===== config.mk =====
export PLATFORM = sky130hd
export DESIGN_NAME = rx_frame_err_mon
export DESIGN_NICKNAME = d
export VERILOG_FILES = /design/src/rtl/rxfm_pkg.sv /design/src/rtl/rxfm_tracker.sv /design/src/rtl/rxfm_status.sv /design/src/rtl/rx_frame_err_mon.sv
export SDC_FILE = /design/constraint.sdc
export NUM_CORES = 1
export LEC_CHECK = 0
export BUFFER_PORTS_ARGS = -buffer_cell sky130_fd_sc_hd__buf_2
export CORE_UTILIZATION = 39
export CTS_CLUSTER_SIZE = 16
export DETAILED_ROUTE_END_ITERATION = 7
export GPL_TIMING_DRIVEN = 0
export HOLD_SLACK_MARGIN = 0.02
export PLACE_DENSITY_LB_ADDON = 0.1
export SLEW_MARGIN = 25
export SYNTH_ARGS = -nofsm -noshare
export SYNTH_HDL_FRONTEND = slang
export SYNTH_SLANG_ARGS = --single-unit

===== constraint.sdc =====
create_clock -name clk -period 2.25 [get_ports clk]
set_input_delay 0.45 -clock clk [delete_from_list [all_inputs] [get_ports clk]]
set_output_delay 0.45 -clock clk [all_outputs]
set_load 0.005 [all_outputs]

===== src/rtl/rxfm_pkg.sv =====
package rxfm_pkg;

    localparam int ERR_BITS = 9;

    // status bit positions
    localparam int B_PHY_ERR      = 0;
    localparam int B_OS_AFTER_SKP = 1;
    localparam int B_BAD_OS_EDS   = 2;
    localparam int B_DATA_EDS     = 3;
    localparam int B_OS_NO_EDS    = 4;
    localparam int B_BAD_TOKEN    = 5;
    localparam int B_SDS_TWICE    = 6;
    localparam int B_BAD_SYNC     = 7;
    localparam int B_ALIGN_LOST   = 8;

    localparam logic [1:0] SYNC_DATA = 2'b01;
    localparam logic [1:0] SYNC_OS   = 2'b10;

    typedef enum logic [1:0] {
        ST_IDLE   = 2'd0,
        ST_STREAM = 2'd1,
        ST_ENDING = 2'd2
    } strm_state_e;

    typedef enum logic [2:0] {
        OS_SKP   = 3'd0,
        OS_EIOS  = 3'd1,
        OS_EIEOS = 3'd2,
        OS_SDS   = 3'd3,
        OS_OTHER = 3'd4
    } os_kind_e;

    typedef struct packed {
        logic       start;
        logic [1:0] sync;
        os_kind_e   os;
        logic       eds;
        logic       bad_tok;
    } blk_evt_t;

    function automatic logic sync_legal(input logic [1:0] s);
        return (s == SYNC_DATA) || (s == SYNC_OS);
    endfunction

    function automatic logic legal_after_end(input os_kind_e k);
        return (k == OS_SKP) || (k == OS_EIOS) || (k == OS_EIEOS);
    endfunction

    function automatic logic phy_fault(input logic [2:0] st);
        return st[2];
    endfunction

endpackage


===== src/rtl/rxfm_tracker.sv =====
module rxfm_tracker
    import rxfm_pkg::*;
(
    input  logic                clk,
    input  logic                rst,
    input  blk_evt_t            ev,
    input  logic                rx_valid,
    input  logic [2:0]          rx_status,
    input  logic                in_tlp,
    output logic [ERR_BITS-1:0] set_vec,
    output strm_state_e         state_q
);

    strm_state_e state_d;
    logic        skp_q, skp_d;
    logic        vld_q;
    logic        is_os, is_data, framing;

    always_comb begin
        is_os   = ev.start && (ev.sync == SYNC_OS);
        is_data = ev.start && (ev.sync == SYNC_DATA);

        set_vec = '0;
        if (ev.start && !sync_legal(ev.sync))
            set_vec[B_BAD_SYNC] = 1'b1;
        if (is_data && state_q == ST_ENDING)
            set_vec[B_DATA_EDS] = 1'b1;
        if (is_os && skp_q)
            set_vec[B_OS_AFTER_SKP] = 1'b1;
        if (is_os && state_q == ST_ENDING && !legal_after_end(ev.os))
            set_vec[B_BAD_OS_EDS] = 1'b1;
        if (is_os && state_q == ST_STREAM) begin
            if (ev.os == OS_SDS)
                set_vec[B_SDS_TWICE] = 1'b1;
            else
                set_vec[B_OS_NO_EDS] = 1'b1;
        end
        if (ev.bad_tok && in_tlp && state_q == ST_STREAM)
            set_vec[B_BAD_TOKEN] = 1'b1;
        if (vld_q && !rx_valid && state_q == ST_STREAM)
            set_vec[B_ALIGN_LOST] = 1'b1;
        if (in_tlp && phy_fault(rx_status))
            set_vec[B_PHY_ERR] = 1'b1;

        framing = |set_vec[ERR_BITS-1:1];

        state_d = state_q;
        if (framing) begin
            state_d = ST_IDLE;
        end else if (is_os) begin
            case (state_q)
                ST_IDLE:   state_d = (ev.os == OS_SDS) ? ST_STREAM : ST_IDLE;
                ST_ENDING: state_d = ST_IDLE;
                default:   state_d = ST_IDLE;
            endcase
        end else if (ev.eds && !ev.start && state_q == ST_STREAM) begin
            state_d = ST_ENDING;
        end

        skp_d = skp_q;
        if (ev.start)
            skp_d = is_os && (ev.os == OS_SKP);
    end

    always_ff @(posedge clk) begin
        if (rst) begin
            state_q <= ST_IDLE;
            skp_q   <= 1'b0;
            vld_q   <= 1'b0;
        end else begin
            state_q <= state_d;
            skp_q   <= skp_d;
            vld_q   <= rx_valid;
        end
    end

endmodule


===== src/rtl/rxfm_status.sv =====
module rxfm_status
    import rxfm_pkg::*;
#(
    parameter int                ADDR_W        = 12,
    parameter int                DATA_W        = 32,
    parameter logic [ADDR_W-1:0] STATUS_OFFSET = 12'h238
) (
    input  logic                clk,
    input  logic                rst,
    input  logic [ERR_BITS-1:0] set_vec,
    input  logic [ADDR_W-1:0]   reg_addr,
    input  logic                reg_wr,
    input  logic [DATA_W-1:0]   reg_wdata,
    output logic [DATA_W-1:0]   reg_rdata,
    output logic [ERR_BITS-1:0] status_q
);

    localparam int RSV_W = DATA_W - ERR_BITS;

    logic                hit;
    logic [ERR_BITS-1:0] clr_mask;
    logic                unused_wdata_hi;

    assign hit             = (reg_addr == STATUS_OFFSET);
    assign clr_mask        = (hit && reg_wr) ? reg_wdata[ERR_BITS-1:0] : '0;
    assign unused_wdata_hi = ^reg_wdata[DATA_W-1:ERR_BITS];
    assign reg_rdata       = hit ? {{RSV_W{1'b0}}, status_q} : '0;

    always_ff @(posedge clk) begin
        if (rst)
            status_q <= '0;
        else
            status_q <= (status_q & ~clr_mask) | set_vec;
    end

endmodule


===== src/rtl/rx_frame_err_mon.sv =====
module rx_frame_err_mon
    import rxfm_pkg::*;
#(
    parameter int                ADDR_W        = 12,
    parameter int                DATA_W        = 32,
    parameter logic [ADDR_W-1:0] STATUS_OFFSET = 12'h238
) (
    input  logic              clk,
    input  logic              rst,
    input  logic              blk_start,
    input  logic [1:0]        blk_sync,
    input  logic [2:0]        blk_os,
    input  logic              eds_tok,
    input  logic              bad_tok,
    input  logic              rx_valid,
    input  logic [2:0]        rx_status,
    input  logic              in_tlp,
    input  logic [ADDR_W-1:0] reg_addr,
    input  logic              reg_wr,
    input  logic [DATA_W-1:0] reg_wdata,
    output logic [DATA_W-1:0] reg_rdata
);

    blk_evt_t            ev;
    logic [ERR_BITS-1:0] set_vec;
    logic [ERR_BITS-1:0] status_w;
    strm_state_e         state_w;

    always_comb begin
        ev.start   = blk_start;
        ev.sync    = blk_sync;
        ev.os      = os_kind_e'(blk_os);
        ev.eds     = eds_tok;
        ev.bad_tok = bad_tok;
    end

    rxfm_tracker u_trk (
        .clk       (clk),
        .rst       (rst),
        .ev        (ev),
        .rx_valid  (rx_valid),
        .rx_status (rx_status),
        .in_tlp    (in_tlp),
        .set_vec   (set_vec),
        .state_q   (state_w)
    );

    rxfm_status #(
        .ADDR_W        (ADDR_W),
        .DATA_W        (DATA_W),
        .STATUS_OFFSET (STATUS_OFFSET)
    ) u_sts (
        .clk       (clk),
        .rst       (rst),
        .set_vec   (set_vec),
        .reg_addr  (reg_addr),
        .reg_wr    (reg_wr),
        .reg_wdata (reg_wdata),
        .reg_rdata (reg_rdata),
        .status_q  (status_w)
    );

endmodule


# == Word-level counts from Yosys, hierarchy flattened ==
# Index checks and enable logic that the tools add are counted.
# op_classes
n_eq_ne,8
mux,17
bitwise,3
reduce_logical,28
# op_table
op,count
9-bit two-way mux,2
1-bit logical AND,17
"12-bit by 10-bit == test with 1-bit output, second input constant",1
1-bit two-way mux,12
9-bit bitwise AND,1
9-bit NOT,1
9-bit OR,1
9-bit OR reduction,1
"3-bit by 2-bit == test with 1-bit output, second input constant",2
2-bit two-way mux,3
"2-bit by 1-bit == test with 1-bit output, second input constant",2
"2-bit == test, second input constant",2
1-bit logical NOT,4
"3-bit by 1-bit == test with 1-bit output, second input constant",1
3-bit logical NOT,1
1-bit logical OR,3
2-bit logical NOT,1
2-bit nonzero test,1
# totals
reg_bits,13
inputBits,60
output_inout_bits,32
word_cells,60

# == Logic depth before layout (Yosys ltp) ==
# Gate-level depths: netlist (run 1).
# logic_depth
word_depth,7
ltp_mapped,7
depth_no_buf,6

# == By module ==
# Synthesis (run 1) repeated with hierarchy kept, for this count alone.
# unflattened
hier_cells,121
hier_area_um2,983.4
# modules_own_cells
mod,instances,cells_each,area_each_um2,seq_area_each_um2
rxfm_status,1,76,633.1,180.2
rxfm_tracker,1,45,350.3,80.1

# == Worst setup path after synthesis (run 1) ==
# OpenSTA, ideal clock, no wires.
# synth_timing
kind,input to output
startpoint,input reg_addr[7]
endpoint,output reg_rdata[0]
arrival_ps,1183
required_time_ps,1800
slack_ps,617
cell_stages,4
n_path_buf,1
cell_sequence,nor4bb_1 > and3_1 > buf_6 > and2_2
# synth_between
elab_chain_len,2
# synth_rtl
item,line_no,text
"start, declared",rx_frame_err_mon.sv:18,"input logic [ADDR_W-1:0] reg_addr,"
12-bit by 10-bit == test with 1-bit output,rxfm_status.sv:24,assign hit = (reg_addr == STATUS_OFFSET);
9-bit two-way mux,rxfm_status.sv:27,"assign reg_rdata = hit ? {{RSV_W{1'b0}}, status_q} : '0;"
"end, declared",rx_frame_err_mon.sv:21,output logic [DATA_W-1:0] reg_rdata
# No other way between the ends.

# == Worst setup path after layout (run 1) ==
# layout_timing
startpoint,input reg_addr[7]
endpoint,output reg_rdata[7]
# The elaborated chain is that of the path after synthesis.

==> metrics.md, run 1 <==
| Metric | Value |
|---|---|
| Required time worst endpoint | 1.80 ns |
| Later-pin clock latency in the skew report | 0.28 ns |
| Residual antenna-violating net count after detailed routing | 0 |
| CTS sink cnt | 13 |
| CTS H-tree depth | 1 |
| R2r setup slk | 0.97 ns |
| Post-synthesis sequential area ratio | 27.1% |
| Total gr overflow | 0 |
| Number of pins with negative max-slew slack in the final report | 0 |
| Crit Path Class | primary input to output port |
| Maximum VDD drop | between 0.4 and 0.5 mV |
| Share of cells above drive strength 1 | 47.3% |
| Total GRT Usage | ~17% |
| Startpoint type of the worst setup path | primary input |
| Util after Layout | 57.9% |
| Mapped cell area | 960 um2 |
| Number of instances in the synthesized netlist | 113 |
| Number of flops mapped to enable cells by yosys | 0 |
| Clock slew at reported path FFs | 0.08 ns |
| Buffers plus inverters on the worst setup path | 3 |
| Buffer type at the clock tree root | sky130_fd_sc_hd__clkbuf_4 |
| Share of power burned in the clock network | 29.5% |
| Global-route wire length before repair | 3490 um |
| Post-synth cell types | 34 |
| Post-CTS setup buffer count | 0 |
| Vert. Die Dim | 51.6 um |
| Initial core utilization | approximately 42% |
| TritonCTS clock tree | built |
| RSZ-0062 raised after global routing | no |
| Area of all placed cells without fillers | between 1000 and 1500 um2 |
| Top-level I/O count | 92 |
| Power density over cell area | ~370 nW/um2 |
| Vias per cell | 4.60 |
| Total clock buffers created by CTS | 3 |
| Post-Place Cell Area | approximately 1300 um2 |
| Part of the total power dissipated in sequential elements | about half |
| Post-Route Skew | 0.00171 ns |
| Number of remaining DRC errors | 0 |
| Post-placement setup slack | 0.310 ns |
| Area added between synthesis and finish | 37.4% |
| Register bit total from synthesis | 13 |
| Average instance area after synthesis | 8.49 um2 |
| Port Buf Inserts | 43 |
| Post-route minimum period | 1.93 ns |
| Critical path's top delay family | simple AND/OR/NAND/NOR gates |
| Ant diodes | 0 |
| Number of fill cells | 236 |
| Path type of the worst min-delay path | primary input to flop |
| Ys flop type | sky130_fd_sc_hd__dfxtp_1 |
| Status | complete, no violations |
| CP max-delay cell | sky130_fd_sc_hd__nor4bb_1 |
| # resized after CTS | 0 |
| Standard-cell row count | 17 |
| Cell seen most often among critical-path stages | sky130_fd_sc_hd__buf_2 |
| Worst endpoint data arrival time | 1.48 ns |
| Number of setup violations in the final report | 0 |
| Maximum operating frequency | 518 MHz |
| Slowest Stage Delay on Critical Path | slightly above 0.3 ns |
| Leakage | 0.688 nW |
| Via count of the first global-routing pass | 871 |
| Final Hold Vio Count | 0 |
| Routability congestion estimate from global placement | 0.704 |
| Antenna violations before repair | 0 |
| Internal power | 0.000364 W |
| DIE WIDTH | 51.6 um |
| Switching power share of the total | 25.2% |
| Critical path endpoint category | output port |
| Total via count in the routed design | between 900 and 1000 |
| Combinational fraction of design power | ~22% |
| MaxCap Viol Count | 0 |
| Detailed Route Iter0 Violations | 12 |
| Core Region | 2280 um2 |
| Iteration count of the initial detailed-routing pass | 4 |
| Fin Setup TNS | 0 ns |
| Minimum setup slack in the final design | 0.321 ns |
| Switch Pwr | 0.000123 W |
| Total power draw | 0.000487 W |
| Total length of routed wires | ~2100 um |
| CTS Hold Buffers Added | 0 |
| Bufs on Longest Clock Path | 2 |
| Critical path peak fanout | 10 |
| Die ar. | 2660 um2 |
| Largest net degree at the start of global routing | 11 |
| WL per Instance | 9.91 um |
| Ys async rst share | 0% |
| Number of nets in the final layout | ~250 |
| Number of warnings printed during yosys synthesis | 0 |
| Worst path cell trace | buf_2 -> nor4bb_1 -> and3_1 -> buf_6 -> and2_2 -> buf_2 |
| Final period utilization | 85.7% |
==> registers in the layout, indices dropped and copies added (netlist names) <==
name            cells
u_trk.skp_q         1
u_sts.status_q      9
u_trk.vld_q         1
u_trk.state_q       2
==> cells in the final DEF, fill, tap and decap left out <==
master                     synthesis  layout
sky130_fd_sc_hd__a31oi_1           4       4
sky130_fd_sc_hd__and2b_1           1       1
sky130_fd_sc_hd__nand3b_1          2       2
sky130_fd_sc_hd__nor2b_1           4       4
sky130_fd_sc_hd__buf_4            24      24
sky130_fd_sc_hd__nand2b_1          1       1
sky130_fd_sc_hd__nor4_1            1       1
sky130_fd_sc_hd__clkbuf_4          0       3
sky130_fd_sc_hd__a22o_1            1       1
sky130_fd_sc_hd__a311oi_1          7       7
sky130_fd_sc_hd__clkbuf_1          1       2
sky130_fd_sc_hd__nor2_1            1       1
sky130_fd_sc_hd__a31o_2            1       1
sky130_fd_sc_hd__nand2_1           5       5
sky130_fd_sc_hd__nor3b_1           2       2
sky130_fd_sc_hd__nand4b_1          2       2
sky130_fd_sc_hd__o21a_1            1       1
sky130_fd_sc_hd__nand4_1           1       1
sky130_fd_sc_hd__ha_1              2       2
sky130_fd_sc_hd__conb_1            1      23
sky130_fd_sc_hd__inv_1             6       6
sky130_fd_sc_hd__and2_2            9       9
sky130_fd_sc_hd__buf_2             2      45
sky130_fd_sc_hd__o21ai_0           2       2
sky130_fd_sc_hd__dfxtp_1          13      13
sky130_fd_sc_hd__nor4b_2           2       2
sky130_fd_sc_hd__and4_2            1       1
sky130_fd_sc_hd__a21o_1            1       1
sky130_fd_sc_hd__and4b_1           1       1
sky130_fd_sc_hd__buf_6             1       1
sky130_fd_sc_hd__nand3_1           3       3
sky130_fd_sc_hd__nor4bb_1          1       1
sky130_fd_sc_hd__and3_1            1       1
sky130_fd_sc_hd__a21oi_1           7       7
sky130_fd_sc_hd__nor4b_1           1       1
==> worst paths after layout <==
check / start / to / cells past startpoint
min reg2reg: u_sts.status_q[4] / u_sts.status_q[4] / 2
min: reg_wdata[0] / u_sts.status_q[0] / 2
max reg2reg: u_trk.state_q[0] / u_sts.status_q[4] / 4
max: reg_addr[7] / reg_rdata[7] / 6
==> synth_stat cells (2+ instances only) <==
| cell type | n | share of area (%) |
|---|---|---|
| sky130_fd_sc_hd__ha_1 | 2 | 2.6 |
| sky130_fd_sc_hd__o21ai_0 | 2 | 1.0 |
| sky130_fd_sc_hd__nand3_1 | 3 | 1.6 |
| sky130_fd_sc_hd__nand2_1 | 5 | 2.0 |
| sky130_fd_sc_hd__a311oi_1 | 7 | 6.4 |
| sky130_fd_sc_hd__nor3b_1 | 2 | 1.6 |
| sky130_fd_sc_hd__a31oi_1 | 4 | 2.6 |
| sky130_fd_sc_hd__and2_2 | 9 | 7.0 |
| sky130_fd_sc_hd__a21oi_1 | 7 | 3.7 |
| sky130_fd_sc_hd__buf_4 | 24 | 19 |
| sky130_fd_sc_hd__inv_1 | 6 | 2.3 |
| sky130_fd_sc_hd__nand4b_1 | 2 | 1.8 |
| sky130_fd_sc_hd__dfxtp_1 | 13 | 27 |
| sky130_fd_sc_hd__buf_2 | 2 | 1.0 |
| sky130_fd_sc_hd__nor4b_2 | 2 | 3.1 |
| sky130_fd_sc_hd__nand3b_1 | 2 | 1.6 |
| sky130_fd_sc_hd__nor2b_1 | 4 | 2.6 |
==> layer usage <==
metal | GRT usage, % | vias to the layer above | share of wire [%]
met4 | 3.60 | 0 | 0
li1 | - | 497 | -
met2 | 31.6 | 32 | 51
met3 | 6.14 | 0 | 7.4
met1 | 19.4 | 436 | 41
met5 | 0 | - | 0
==> power by group through the flow <==
| stage | Sequential, W | Clock, W | Combinational, W |
|---|---|---|---|
| after global routing | 0.000236 | 0.000159 | 0.000121 |
| after detailed placement | 0.000241 | 0 | 0.000106 |
| after CTS | 0.000236 | 0.000148 | 0.000106 |
| after floorplan | 0.000241 | 0 | 0.0000659 |
| after global placement | 0.000241 | 0 | 0.000104 |
| final | 0.000236 | 0.000144 | 0.000107 |
==> worst register-to-register path: cells and delay by family, from the launching register on <==
family	cells	cell delay, ns
AO/OA/AOI/OAI	1	0.23
flip-flops	1	0.42
AND/OR/NAND/NOR	3	0.55
==> logic make-up (layout without fill, tap and decap cells) <==
| kind of cell | count (synthesis) | after routing | share of synthesized area (%) |
|---|---|---|---|
| AO/OA/AOI/OAI | 24 | 24 | 17.1 |
| adder cells (fa/ha/maj) | 2 | 2 | 2.61 |
| buffers and inverters | 34 | 81 | 23.7 |
| flip-flops | 13 | 13 | 27.1 |
| other | 1 | 23 | 0.391 |
| AND/OR/NAND/NOR | 39 | 39 | 29.1 |
==> metrics by stage <==
step                      std cells  hold slack (ns)
final                           210            0.355
after global routing            210            0.348
after detailed placement        206            0.498
after floorplan                 135            0.466
after global placement          206            0.490
after CTS                       210            0.353
==> layout make-up <==
type                    instances  area, um2  share of cell area, %
plain buffers                  28        205                   15.6
clock buffers                   4       26.3                   1.99
inverters                       6       22.5                   1.71
multi-input cells              88        554                   42.0
flip-flops and latches         13        260                   19.7
well taps                      28       35.0                   2.66
repair buffers                 43        215                   16.3
(Power assumes the default switching activity.)
==> run 2, diff against run 1 <==
--- a/constraint.sdc
+++ b/constraint.sdc
@@ -3,2 +3,2 @@
 set_output_delay 0.45 -clock clk [all_outputs]
-set_load 0.005 [all_outputs]
+set_load 0.1 [all_outputs]
==> metrics.md, run 2 (synthesis gave the netlist of run 1 again) <==
| Metric | Value |
|---|---|
| Switching power share of the total | 43.4% |
| Initial core utilization | 42.2% |
| Registers with the highest flip-flop counts | u_sts.status_q: 9 flops, u_trk.state_q: 2 flops |
| Switch Pwr | between 0.0002 and 0.0003 W |
| Required time worst endpoint | 1.80 ns |
| Routability congestion estimate from global placement | 0.704 |
| Hold Path Origin | reg_wdata[0] |
| Startpoint type of the worst setup path | primary input |
| Share of power burned in the clock network | roughly 22% |
| Port Buf Inserts | 43 |
| Number of nets in the final layout | 245 |
| Register with the highest flop count | u_sts.status_q |
| Power density over cell area | 482 nW/um2 |
| End of the worst register-to-register path | u_sts.status_q[4] |
| Maximum VDD drop | 0.470 mV |
| Number of pins with negative max-slew slack in the final report | 0 |
| Non-filler cells in the finished layout | 210 |
| Minimum setup slack in the final design | about 0.10 ns |
| Bufs on Longest Clock Path | 2 |
| Depth of the most critical reg-to-reg path | 4 |
| Path type of the worst min-delay path | primary input to flop |
| Critical path peak fanout | 10 |
| Via count of the first global-routing pass | a little under 900 |
| Slowest Stage Delay on Critical Path | 0.32 ns |
| Total GRT Usage | 17.4% |
| Total length of routed wires | 2070 um |
| WL per Instance | ~10 um |
| Placed cell count | 206 |
| Total clock buffers created by CTS | 3 |
| Largest net degree at the start of global routing | 11 |
| Vias per cell | approximately 4.6 |
| Final period utilization | between 90% and 100% |
| Post-Route Skew | 0.00164 ns |
| Crit Path Class | primary input to output port |
| Global-route wire length before repair | between 3000 and 4000 um |
| Area of all placed cells without fillers | 1340 um2 |
| Most common cell after layout, fill and taps aside | sky130_fd_sc_hd__buf_2 |
| MaxCap Viol Count | 0 |
| Post-placement setup slack | -0.00495 ns |
| Vert. Die Dim | around 52 um |
| Later-pin clock latency in the skew report | 0.28 ns |
| Top-level I/O count | 92 |
| CTS H-tree depth | 1 |
| Startpoint of the most critical register-to-register path | u_trk.state_q[0] |
| Internal power | 0.000366 W |
| Number of remaining DRC errors | 0 |
| CTS sink cnt | 13 |
| Ant diodes | 0 |
| Post-route minimum period | roughly 2.1 ns |
| RSZ-0062 raised after global routing | no |
| Leakage | just under 0.7 nW |
| Final Hold Vio Count | 0 |
| Worst endpoint data arrival time | around 1.7 ns |
| Post-Place Cell Area | roughly 1300 um2 |
| Buffer type at the clock tree root | sky130_fd_sc_hd__clkbuf_4 |
| TritonCTS clock tree | built |
| Total gr overflow | 0 |
| CP max-delay cell | sky130_fd_sc_hd__clkbuf_4 |
| Max reg flops | 9 |
| Number of instances on the worst hold path | 2 |
| Antenna violations before repair | 0 |
| Residual antenna-violating net count after detailed routing | 0 |
| Detailed Route Iter0 Violations | 12 |
| Commonest cells after routing, fill and taps aside | 36 x sky130_fd_sc_hd__buf_2, 25 x sky130_fd_sc_hd__buf_4, 23 x sky130_fd_sc_hd__conb_1 |
| R2r setup slk | 0.97 ns |
| Post-CTS setup buffer count | 0 |
| Combinational fraction of design power | ~41% |
| Clock slew at reported path FFs | 0.08 ns |
| Final-layout worst hold slack | about 0.35 ns |
| Status | complete, no violations |
| Maximum operating frequency | 466 MHz |
| Worst path cell trace | buf_2 -> nor4bb_1 -> and3_1 -> buf_6 -> and2_2 -> clkbuf_4 |
| Iteration count of the initial detailed-routing pass | 4 |
| Worst hold path endpoint | u_sts.status_q[0] |
| Core Region | 2280 um2 |
| Number of setup violations in the final report | 0 |
| Part of the total power dissipated in sequential elements | roughly 36% |
| DIE WIDTH | just over 50 um |
| Share of cells above drive strength 1 | 47.3% |
| Critical path endpoint category | output port |
| Area added between synthesis and finish | 39.8% |
| Total via count in the routed design | 962 |
| Standard-cell row count | 17 |
| Die ar. | about 2700 um2 |
==> run 2: changes by cell type in the layout (fill, tap and decap cells not counted), sizes merged <==
| cell | previous run | this run |
|---|---|---|
| clkbuf | 5 | 13 |
| buf | 70 | 62 |
==> run 2: how the worst max path moves through the flow <==
stage                 from            to  cells past startpoint
2_1_floorplan  reg_addr[7]  reg_rdata[0]                      4
3_3_place_gp   reg_addr[7]  reg_rdata[7]                      6
3_5_place_dp   reg_addr[7]  reg_rdata[7]                      6
4_1_cts        reg_addr[7]  reg_rdata[1]                      6
5_1_grt        reg_addr[7]  reg_rdata[1]                      6
6_report       reg_addr[7]  reg_rdata[1]                      6
==> run 2: routing by layer <==
| layer | track usage, % | vias to the layer above | wire, um |
|---|---|---|---|
| li1 | - | 497 | - |
| met1 | 19.4 | 437 | 868 |
| met2 | 31.6 | 28 | 1060 |
| met3 | 6.14 | 0 | 142 |
| met4 | 3.60 | 0 | 0 |
| met5 | 0 | - | 0 |
==> run 2: critical path: cells and delay by family <==
family	cells	cell delay, ns
and+or+nand+nor	3	0.70
buffers and inverters	3	0.56
==> run 2: cell type report <==
cell class                 count  area, um2
fill                         234        935
tap                           28       35.0
multi-input combinational     88        554
buffer                        28        205
sequential                    13        260
inverter                       6       22.5
clock buffer                   4       26.3
timing repair buffer          43        238
==> run 2: timing repair <==
action	CTS	global route
gates resized for setup	1	8
hold buffers	0	0
gates cloned	0	0
hold endpoints to repair	0	0
endpoints found under the setup margin	1	8
==> run 2: power by group through the flow <==
| stage | sequential, W | clock (W) | combinational, W |
|---|---|---|---|
| 4_1_cts | 0.000236 | 0.000148 | 0.000266 |
| 3_3_place_gp | 0.000241 | 0 | 0.000264 |
| 2_1_floorplan | 0.000241 | 0 | 0.000226 |
| 3_5_place_dp | 0.000241 | 0 | 0.000266 |
| 6_report | 0.000236 | 0.000144 | 0.000267 |
| 5_1_grt | 0.000236 | 0.000159 | 0.000280 |
==> run 2: per-stage QoR <==
stage	util [%]	setup TNS, ns	total power (W)
4_1_cts	58.1	0	0.000650
3_3_place_gp	56.8	0	0.000505
6_report	58.9	0	0.000647
5_1_grt	58.9	0	0.000676
2_1_floorplan	-	0	0.000466
3_5_place_dp	56.8	-0.00495	0.000507
==> run 3, diff against run 2 <==
--- a/config.mk
+++ b/config.mk
@@ -13,3 +13,4 @@
 export HOLD_SLACK_MARGIN = 0.02
-export PLACE_DENSITY_LB_ADDON = 0.1
+export PLACE_DENSITY = 0.85
+export REMOVE_ABC_BUFFERS = 1
 export SLEW_MARGIN = 25
--- a/constraint.sdc
+++ b/constraint.sdc
@@ -3,2 +3,2 @@
 set_output_delay 0.45 -clock clk [all_outputs]
-set_load 0.1 [all_outputs]
+set_load 0.005 [all_outputs]
==> metrics.md, run 3 (synthesis gave the netlist of run 1 again) <==
| Metric | Value |
|---|---|
| Bufs on Longest Clock Path | 2 |
| Total GRT Usage | 15.5% |
| Internal power | 0.000338 W |
| Vert. Die Dim | 51.6 um |
| Post-CTS setup buffer count | 0 |
| WL per Instance | 11.0 um |
| Residual antenna-violating net count after detailed routing | 0 |
| Post-placement setup slack | 0.265 ns |
| Required time worst endpoint | 1.80 ns |
| Port Buf Inserts | 43 |
| Worst path cell trace | buf_2 -> nor4bb_1 -> and3_1 -> and2_2 -> buf_2 |
| Minimum setup slack in the final design | ~0.24 ns |
| Antenna violations before repair | 0 |
| Most common cell after layout, fill and taps aside | sky130_fd_sc_hd__buf_2 |
| Switching power share of the total | 26.5% |
| # resized after CTS | 0 |
| Slowest Stage Delay on Critical Path | about 0.40 ns |
| Area occupied by multi-input gates | 554 um2 |
| Post-route minimum period | approximately 2.0 ns |
| Total via count in the routed design | between 800 and 900 |
| Routability congestion estimate from global placement | 0.810 |
| Part of the total power dissipated in sequential elements | just over 50% |
| Via count of the first global-routing pass | 741 |
| Detailed Route Iter0 Violations | 17 |
| Share of power burned in the clock network | 32.0% |
| Global-route wire length before repair | around 3100 um |
| MaxCap Viol Count | 0 |
| Buffer type at the clock tree root | sky130_fd_sc_hd__clkbuf_4 |
| Critical path peak fanout | 11 |
| Switch Pwr | approximately 0.00012 W |
| Buffers plus inverters on the worst setup path | 2 |
| Worst endpoint data arrival time | between 1.5 and 2 ns |
| Status | complete, no violations |
| Largest net degree at the start of global routing | 12 |
| Crit Path Class | primary input to output port |
| CTS Hold Buffers Added | 0 |
| Commonest cells after routing, fill and taps aside | 43 x sky130_fd_sc_hd__buf_2, 23 x sky130_fd_sc_hd__conb_1, 13 x sky130_fd_sc_hd__dfxtp_1 |
| Registers with the highest flip-flop counts | u_sts.status_q: 9 flops, u_trk.state_q: 2 flops |
| Final Hold Vio Count | 0 |
| Area taken by flip-flops and latches | 260 um2 |
| Startpoint type of the worst setup path | primary input |
| Final period utilization | 89.4% |
| Ant diodes | 0 |
| Number of setup violations in the final report | 0 |
| DIE WIDTH | 51.6 um |
| Initial core utilization | 42.2% |
| Total gr overflow | 0 |
| Number of nets in the final layout | 217 |
| Number of remaining DRC errors | 0 |
| Maximum VDD drop | roughly 0.33 mV |
| Iteration count of the initial detailed-routing pass | 4 |
| RSZ-0062 raised after global routing | no |
| Number of fill cells | 222 |
| Critical path endpoint category | output port |
| HPWL Detailed | 1610 um |
| Vias per cell | 4.85 |
| Clock slew at reported path FFs | 0.08 ns |
| Cell seen most often among critical-path stages | sky130_fd_sc_hd__buf_2 |
| Max reg flops | 9 |
| Combinational fraction of design power | 16.7% |
| Share of cells above drive strength 1 | 38.3% |
| Fin Setup TNS | 0 ns |
| Standard-cell row count | 17 |
| Power density over cell area | about 410 nW/um2 |
| Register with the highest flop count | u_sts.status_q |
| Total clock buffers created by CTS | 3 |
| Critical path's top delay family | simple AND/OR/NAND/NOR gates |
| Maximum operating frequency | a little under 500 MHz |
| Post-Route Skew | 0.00423 ns |
| CP max-delay cell | sky130_fd_sc_hd__and3_1 |
| Area added between synthesis and finish | 16.0% |
| TritonCTS clock tree | built |
| Leakage | 0.540 nW |
| Number of pins with negative max-slew slack in the final report | 0 |
| Path type of the worst min-delay path | primary input to flop |
| Die ar. | ~2700 um2 |
| Top-level I/O count | between 90 and 100 |
| CTS H-tree depth | 1 |
| Total length of routed wires | 2010 um |
| Later-pin clock latency in the skew report | 0.28 ns |
| Core Region | 2280 um2 |
| CTS sink cnt | 13 |
==> run 3: changes by cell type in the layout (fill, tap and decap cells not counted) <==
cell / change
sky130_fd_sc_hd__clkbuf_1: -1
sky130_fd_sc_hd__buf_2: +7
sky130_fd_sc_hd__clkbuf_4: -8
sky130_fd_sc_hd__buf_6: -1
sky130_fd_sc_hd__buf_4: -25
==> run 3: power by group through the flow <==
stage	Clock, W	Combinational, W	Sequential, W
floorplan	0	0.0000317	0.000241
global placement	0	0.0000731	0.000241
detailed placement	0	0.0000756	0.000241
CTS	0.000151	0.0000759	0.000236
global route	0.000162	0.0000862	0.000236
finish	0.000147	0.0000769	0.000236
==> run 3: final cells by class <==
type                    count  share of cell area [%]
clock buffers               4                    2.36
inverters                   6                    2.02
multi-input cells          88                    49.8
flip-flops and latches     13                    23.4
well taps                  28                    3.15
repair buffers             43                    19.3
==> run 3: worst paths after layout <==
path / startpoint / cells after the start / slack [ns] / to
min: reg_wdata[3] / 2 / 0.35 / u_sts.status_q[3]
max reg2reg: u_trk.state_q[0] / 4 / 0.88 / u_sts.status_q[4]
max: reg_addr[7] / 5 / 0.24 / reg_rdata[2]
min reg2reg: u_trk.vld_q / 2 / 0.49 / u_sts.status_q[8]
==> run 3: per-stage QoR <==
step	cells	cell area, um2	hold WS [ns]	util [%]	power [W]
after floorplan	107	837	0.460	-	0.000272
after global placement	178	1090	0.485	47.8	0.000314
after detailed placement	178	1090	0.488	47.8	0.000317
after CTS	182	1110	0.343	48.9	0.000463
after global routing	182	1110	0.346	48.9	0.000485
final	182	1110	0.347	48.9	0.000460
==> run 3: metal layers <==
layer / vias to the layer above / share of wire (%) / global-route usage (%)
met5: - / 0 / 0
met4: 0 / 1.1 / 5.41
met3: 5 / 11 / 4.97
met2: 56 / 44 / 27.5
met1: 382 / 44 / 17.3
li1: 440 / - / -
